File: config.mk
export PLATFORM = sky130hd
export DESIGN_NAME = deep_sleep_ctrl
export DESIGN_NICKNAME = d
export VERILOG_FILES = /design/src/rtl/deep_sleep_pkg.sv /design/src/rtl/dsc_mode_pick.sv /design/src/rtl/dsc_startup_cnt.sv /design/src/rtl/dsc_clk_gate.sv /design/src/rtl/deep_sleep_ctrl.sv
export SDC_FILE = /design/constraint.sdc
export NUM_CORES = 1
export LEC_CHECK = 0
export ABC_CLOCK_PERIOD_IN_PS = 2400
export BUFFER_PORTS_ARGS = -buffer_cell sky130_fd_sc_hd__buf_2
export CELL_PAD_IN_SITES_DETAIL_PLACEMENT = 2
export CELL_PAD_IN_SITES_GLOBAL_PLACEMENT = 2
export CORE_ASPECT_RATIO = 1.5
export CORE_MARGIN = 3
export CORE_UTILIZATION = 35
export CTS_BUF_LIST = sky130_fd_sc_hd__clkbuf_2 sky130_fd_sc_hd__clkbuf_4 sky130_fd_sc_hd__clkbuf_8
export CTS_CLUSTER_DIAMETER = 60
export DETAILED_ROUTE_END_ITERATION = 16
export PLACE_DENSITY_LB_ADDON = 0.1
export RECOVER_POWER = 25
export SYNTH_ARGS = -nofsm -noshare
export SYNTH_HDL_FRONTEND = slang
export SYNTH_SLANG_ARGS = --single-unit
File: constraint.sdc
create_clock -name clk -period 2.4 [get_ports clk]
set_input_delay 0.12 -clock clk [delete_from_list [all_inputs] [get_ports clk]]
set_output_delay 0.12 -clock clk [all_outputs]
set_load 0.01 [all_outputs]
File: src/rtl/deep_sleep_pkg.sv
package deep_sleep_pkg;
  typedef enum logic [1:0] {
    ST_RUN   = 2'b00,
    ST_HALT  = 2'b01,
    ST_AHALT = 2'b10,
    ST_START = 2'b11
  } dsc_state_e;

  localparam logic [1:0] CAUSE_NONE = 2'b00;
  localparam logic [1:0] CAUSE_RST  = 2'b01;
  localparam logic [1:0] CAUSE_IRQ  = 2'b10;

  function automatic logic is_sleep(input dsc_state_e s);
    return (s == ST_HALT) || (s == ST_AHALT);
  endfunction
endpackage

File: src/rtl/dsc_mode_pick.sv
module dsc_mode_pick (
  input  logic tmr_a_ie,
  input  logic tmr_b_ie,
  input  logic tmr_b_ck_ok,
  output logic go_active,
  output logic use_b
);
  function automatic logic pick_b(input logic a_ie, input logic b_ie, input logic ck_ok);
    return !a_ie && b_ie && ck_ok;
  endfunction

  always_comb begin
    use_b     = pick_b(tmr_a_ie, tmr_b_ie, tmr_b_ck_ok);
    go_active = tmr_a_ie || use_b;
  end
endmodule

File: src/rtl/dsc_startup_cnt.sv
module dsc_startup_cnt #(
  parameter int SHORT_CYC = 256,
  parameter int LONG_CYC  = 4096
) (
  input  logic clk,
  input  logic rst_n,
  input  logic load,
  input  logic long_sel,
  output logic cnt_zero
);
  localparam int CNT_W = $clog2(LONG_CYC);

  function automatic logic [CNT_W-1:0] load_val(input logic lng);
    return lng ? CNT_W'(LONG_CYC - 1) : CNT_W'(SHORT_CYC - 1);
  endfunction

  logic [CNT_W-1:0] cnt_q;

  always_ff @(posedge clk or negedge rst_n) begin
    if (!rst_n)            cnt_q <= '0;
    else if (load)         cnt_q <= load_val(long_sel);
    else if (cnt_q != '0)  cnt_q <= cnt_q - 1'b1;
  end

  assign cnt_zero = (cnt_q == '0);
endmodule

File: src/rtl/dsc_clk_gate.sv
module dsc_clk_gate
  import deep_sleep_pkg::*;
(
  input  dsc_state_e state,
  input  logic       sel_b,
  output logic       cpu_clk_en,
  output logic       periph_clk_en,
  output logic       osc_en,
  output logic       tmr_a_clk_en,
  output logic       tmr_b_clk_en,
  output logic       core_hold
);
  always_comb begin
    cpu_clk_en    = 1'b0;
    periph_clk_en = 1'b0;
    osc_en        = 1'b0;
    tmr_a_clk_en  = 1'b0;
    tmr_b_clk_en  = 1'b0;
    core_hold     = 1'b0;
    unique case (state)
      ST_RUN: begin
        cpu_clk_en    = 1'b1;
        periph_clk_en = 1'b1;
        osc_en        = 1'b1;
        tmr_a_clk_en  = 1'b1;
        tmr_b_clk_en  = 1'b1;
      end
      ST_HALT: ;
      ST_AHALT: begin
        osc_en       = 1'b1;
        tmr_a_clk_en = !sel_b;
        tmr_b_clk_en = sel_b;
      end
      ST_START: begin
        osc_en    = 1'b1;
        core_hold = 1'b1;
      end
      default: ;
    endcase
  end
endmodule

File: src/rtl/deep_sleep_ctrl.sv
module deep_sleep_ctrl
  import deep_sleep_pkg::*;
#(
  parameter int SHORT_CYC = 256,
  parameter int LONG_CYC  = 4096
) (
  input  logic       clk,
  input  logic       rst_n,
  input  logic       halt_strobe,
  input  logic       tmr_a_ie,
  input  logic       tmr_b_ie,
  input  logic       tmr_b_ck_ok,
  input  logic       ext_irq,
  input  logic       tmr_a_irq,
  input  logic       tmr_b_irq,
  input  logic       wake_rst_req,
  input  logic       long_delay,
  output logic       cpu_clk_en,
  output logic       periph_clk_en,
  output logic       osc_en,
  output logic       tmr_a_clk_en,
  output logic       tmr_b_clk_en,
  output logic       imask_clr,
  output logic       irq_resume,
  output logic       core_hold,
  output logic [1:0] wake_cause,
  output logic [1:0] mode
);
  dsc_state_e state_q, state_d;
  logic go_active, use_b, sel_b_q;
  logic accept_halt, pend_at_strobe, rst_wake, irq_wake, cnt_zero;
  logic imask_q, resume_q;
  logic [1:0] cause_q;

  dsc_mode_pick u_pick (
    .tmr_a_ie   (tmr_a_ie),
    .tmr_b_ie   (tmr_b_ie),
    .tmr_b_ck_ok(tmr_b_ck_ok),
    .go_active  (go_active),
    .use_b      (use_b)
  );

  // Wake-source decode, kept as named wires for the checker
  always_comb begin
    accept_halt    = (state_q == ST_RUN) && halt_strobe;
    pend_at_strobe = ext_irq || (go_active && (use_b ? tmr_b_irq : tmr_a_irq));
    rst_wake       = is_sleep(state_q) && wake_rst_req;
    irq_wake       = 1'b0;
    if (state_q == ST_HALT)  irq_wake = ext_irq;
    if (state_q == ST_AHALT) irq_wake = ext_irq || (sel_b_q ? tmr_b_irq : tmr_a_irq);
  end

  always_comb begin
    state_d = state_q;
    unique case (state_q)
      ST_RUN:   if (accept_halt && !pend_at_strobe) state_d = go_active ? ST_AHALT : ST_HALT;
      ST_HALT,
      ST_AHALT: begin
        if (rst_wake)      state_d = ST_START;
        else if (irq_wake) state_d = ST_RUN;
      end
      ST_START: if (cnt_zero) state_d = ST_RUN;
      default:  state_d = ST_RUN;
    endcase
  end

  always_ff @(posedge clk or negedge rst_n) begin
    if (!rst_n) begin
      state_q  <= ST_RUN;
      sel_b_q  <= 1'b0;
      imask_q  <= 1'b0;
      resume_q <= 1'b0;
      cause_q  <= CAUSE_NONE;
    end else begin
      state_q  <= state_d;
      if (accept_halt) sel_b_q <= use_b;
      imask_q  <= accept_halt;
      resume_q <= (accept_halt && pend_at_strobe) || (!rst_wake && irq_wake);
      if (rst_wake)                                                 cause_q <= CAUSE_RST;
      else if ((accept_halt && pend_at_strobe) || irq_wake)         cause_q <= CAUSE_IRQ;
      else                                                          cause_q <= CAUSE_NONE;
    end
  end

  dsc_startup_cnt #(.SHORT_CYC(SHORT_CYC), .LONG_CYC(LONG_CYC)) u_cnt (
    .clk     (clk),
    .rst_n   (rst_n),
    .load    (rst_wake),
    .long_sel(long_delay),
    .cnt_zero(cnt_zero)
  );

  dsc_clk_gate u_gate (
    .state        (state_q),
    .sel_b        (sel_b_q),
    .cpu_clk_en   (cpu_clk_en),
    .periph_clk_en(periph_clk_en),
    .osc_en       (osc_en),
    .tmr_a_clk_en (tmr_a_clk_en),
    .tmr_b_clk_en (tmr_b_clk_en),
    .core_hold    (core_hold)
  );

  assign imask_clr  = imask_q;
  assign irq_resume = resume_q;
  assign wake_cause = cause_q;
  assign mode       = state_q;
endmodule

==> impl_metrics.yaml <==
power:
  powerDensity_nw_per_um2: 1120
  cellLeakagePower_uw: 0.000590
  peakVddDrop_mv: 0.472
timing:
  slew_viol_final: 0
  timing_worst_slew_pin_value_ns: 1.07
  final_hold_viol_count: 0
  max_freq_mhz: 484
  slew_headroom_pct: 28.4
  tns_ns: 0
  setup-violations-final: 0
  post-route-min-period_ns: 2.07
  skew_ns: 0.00283
  min_period_over_period_pct: 86.1
  rsz0062_at_grt: "false"
floorplan:
  dieArea_um2: 3920
  die_h_um: 75.2
  rows: 24
  dieWidth_um: 52.1
  coreArea_um2: 2970
  start_util_pct: 37.6
  pin_count: 23
synth:
  synth_top_area_share_pct: 42.6
  synth_edf_count: 0
  synth-seq-cells: 19
  synthCells: 110
  ys_top_cells_by_area: "dfrtp_1 43%, ha_1 7.8%, nand3_1 3.6%, o21ai_0 3.6%, inv_1 3.0%"
  synth-async-reset-ratio_pct: 100
  synth_area_per_cell_um2: 10.2
  ys_seq_area_share_pct: 42.6
  syn_nets: 128
  ys.warnings.count: 0
  synth_ff_type: "dfrtp_1"
  netlist_area_um2: 1120
  synth_top_area_cell: "dfrtp_1"
  yosysUniqueCellTypes: 40
critical_path:
  critPathSlowestCell: "a222oi_1"
  cp.buffers_inverters: 1
  cp_data_required_time_ns: 2.54
  slowest_delay_ns: 0.46
  cp-start-kind: "register"
  crit_chain: "inv_1 > ha_1 > nor4b_4 > nand3_2 > a222oi_1 > mux2_1"
  path_class: "reg2reg"
  cp.arrival_ns: 2.21
  cp_top_family: "compound AO/OA/AOI/OAI gates"
  critPathMaxFanout: 5
  crit_path_end_kind: "register"
routing:
  dr.pass1.iters: 4
  drtIter0Drc: 6
  routedWlPerCell_um: 17.7
  wirelength_mm: 3.07
  antenna_left: 0
  vias_per_cell: 5.39
  drc_errors: 0
  route.vias.total: 938
layout:
  fillCellCount: 331
  final_common_cell: "buf_2"
  area_delta_synth_final_pct: 18.4
  final_cell_mix: "21 x buf_2, 19 x dfrtp_1, 9 x inv_1, 8 x o21ai_0, 8 x nand3_1"
  fin_util_pct: 44.5
  multiInputGateArea_um2: 592
  design_area_um2: 1320
  drive_gt1_share_pct: 25.9
  regArea_um2: 475
  antennaDiodeCount: 0
  nets: 154
global_route:
  antenna_found_initial: 0
  track_usage_pct: 17.5
  overflow: 0
  grt_pass1_wl_mm: 4.91
  grt_pass1_vias: 1043
  grt_max_degree: 20
placed_design:
  portBuffers: 22
  placed_cell_area_um2: 1270
  gp_congestion: 0.733
  place_hpwl_mm: 2.41
hold_path:
  hold_path_class: "in2reg"
clock_tree:
  cts_resized: 0
  cts_root_buf: "clkbuf_8"
  cts_buffers: 3
  cts_tree: "done"
  insertion_delay_ns: 0.26
  path_clk_slew_ns: 0.07
  clock_sinks: 19
  cts_max_level: 1
  clockBufferDepth: 2
outcome:
  outcome: "complete, no violations"
flow_run:
  maxCapViolations: 0
## worst paths after layout
kind,from,slack [ns],cells after the start,end
max in group asynchronous,rst_n,1.15,2,irq_resume$_DFF_PN0_
min in group asynchronous,rst_n,0.60,2,mode[0]$_DFFE_PN0P_
worst max register to register,u_cnt.cnt_q[0]$_DFFE_PN0P_,0.33,6,mode[0]$_DFFE_PN0P_
worst min register to register,u_cnt.cnt_q[0]$_DFFE_PN0P_,0.60,2,u_cnt.cnt_q[3]$_DFFE_PN0P_
worst min-delay path,long_delay,0.14,3,u_cnt.cnt_q[9]$_DFFE_PN0P_
worst max-delay path,u_cnt.cnt_q[0]$_DFFE_PN0P_,0.33,6,mode[0]$_DFFE_PN0P_
## power by group
part	leakage, µW	internal [µW]	switching, µW
clock	0.0000255	116	108
sequential	0.000214	438	126
combinational	0.000352	302	393
## sequential cells by signal, summed over array words and instances (netlist names)
register,flops
u_cnt.cnt_q,12
sel_b_q,1
mode,2
irq_resume,1
imask_clr,1
wake_cause,2
## through the flow
step / hold WS (ns) / instances / setup slack [ns] / power [µW]
floorplan: -0.176 / 110 / 0.562 / 1010
global placement: 0.0897 / 169 / 0.489 / 1240
detailed placement: 0.0975 / 169 / 0.358 / 1280
CTS: 0.126 / 174 / 0.329 / 1520
global route: 0.146 / 174 / 0.127 / 1620
finish: 0.137 / 174 / 0.334 / 1480
## layout make-up
cell class              instances  share of cell area [%]
inverters                       9                    2.55
multi-input cells              79                    44.7
clock buffers                   3                    3.12
clock inverters                 1                   0.378
repair buffers                 24                    9.56
flip-flops and latches         19                    36.0
well taps                      39                    3.69
## worst register-to-register path, cell delays in order, from the launching register on
cell      delay, ns
dfrtp_1        0.41
inv_1          0.13
ha_1           0.19
nor4b_4        0.23
nand3_2        0.16
a222oi_1       0.46
mux2_1         0.37
## cell families after synthesis
| group | share of synthesized area (%) |
|---|---|
| compound gates | 15.0 |
| xor+xnor | 3.14 |
| fa+ha+maj | 7.84 |
| buf+inv | 4.48 |
| flops | 42.6 |
| mux | 2.91 |
| simple gates | 24.1 |
## cell usage after synthesis (all sizes together) (4+ instances only)
master   n
dfrtp   19
o21ai   10
inv      9
nand3    9
ha       7
nand2    7
a21o     4
nor3     4
## routing by layer
metal | global-route usage (%) | wire length, µm | vias to the layer above
li1 | - | - | 451
met5 | 0 | 0 | -
met3 | 2.57 | 119 | 5
met4 | 6.82 | 46 | 0
met2 | 36.6 | 1820 | 20
met1 | 16.0 | 1080 | 462
## repair_timing
action	in CTS	in global routing
buffers inserted	0	0
endpoints found under the hold margin	19	0
hold buffers	1	0
endpoints found under the setup margin	0	0
(Power assumes the default switching activity.)
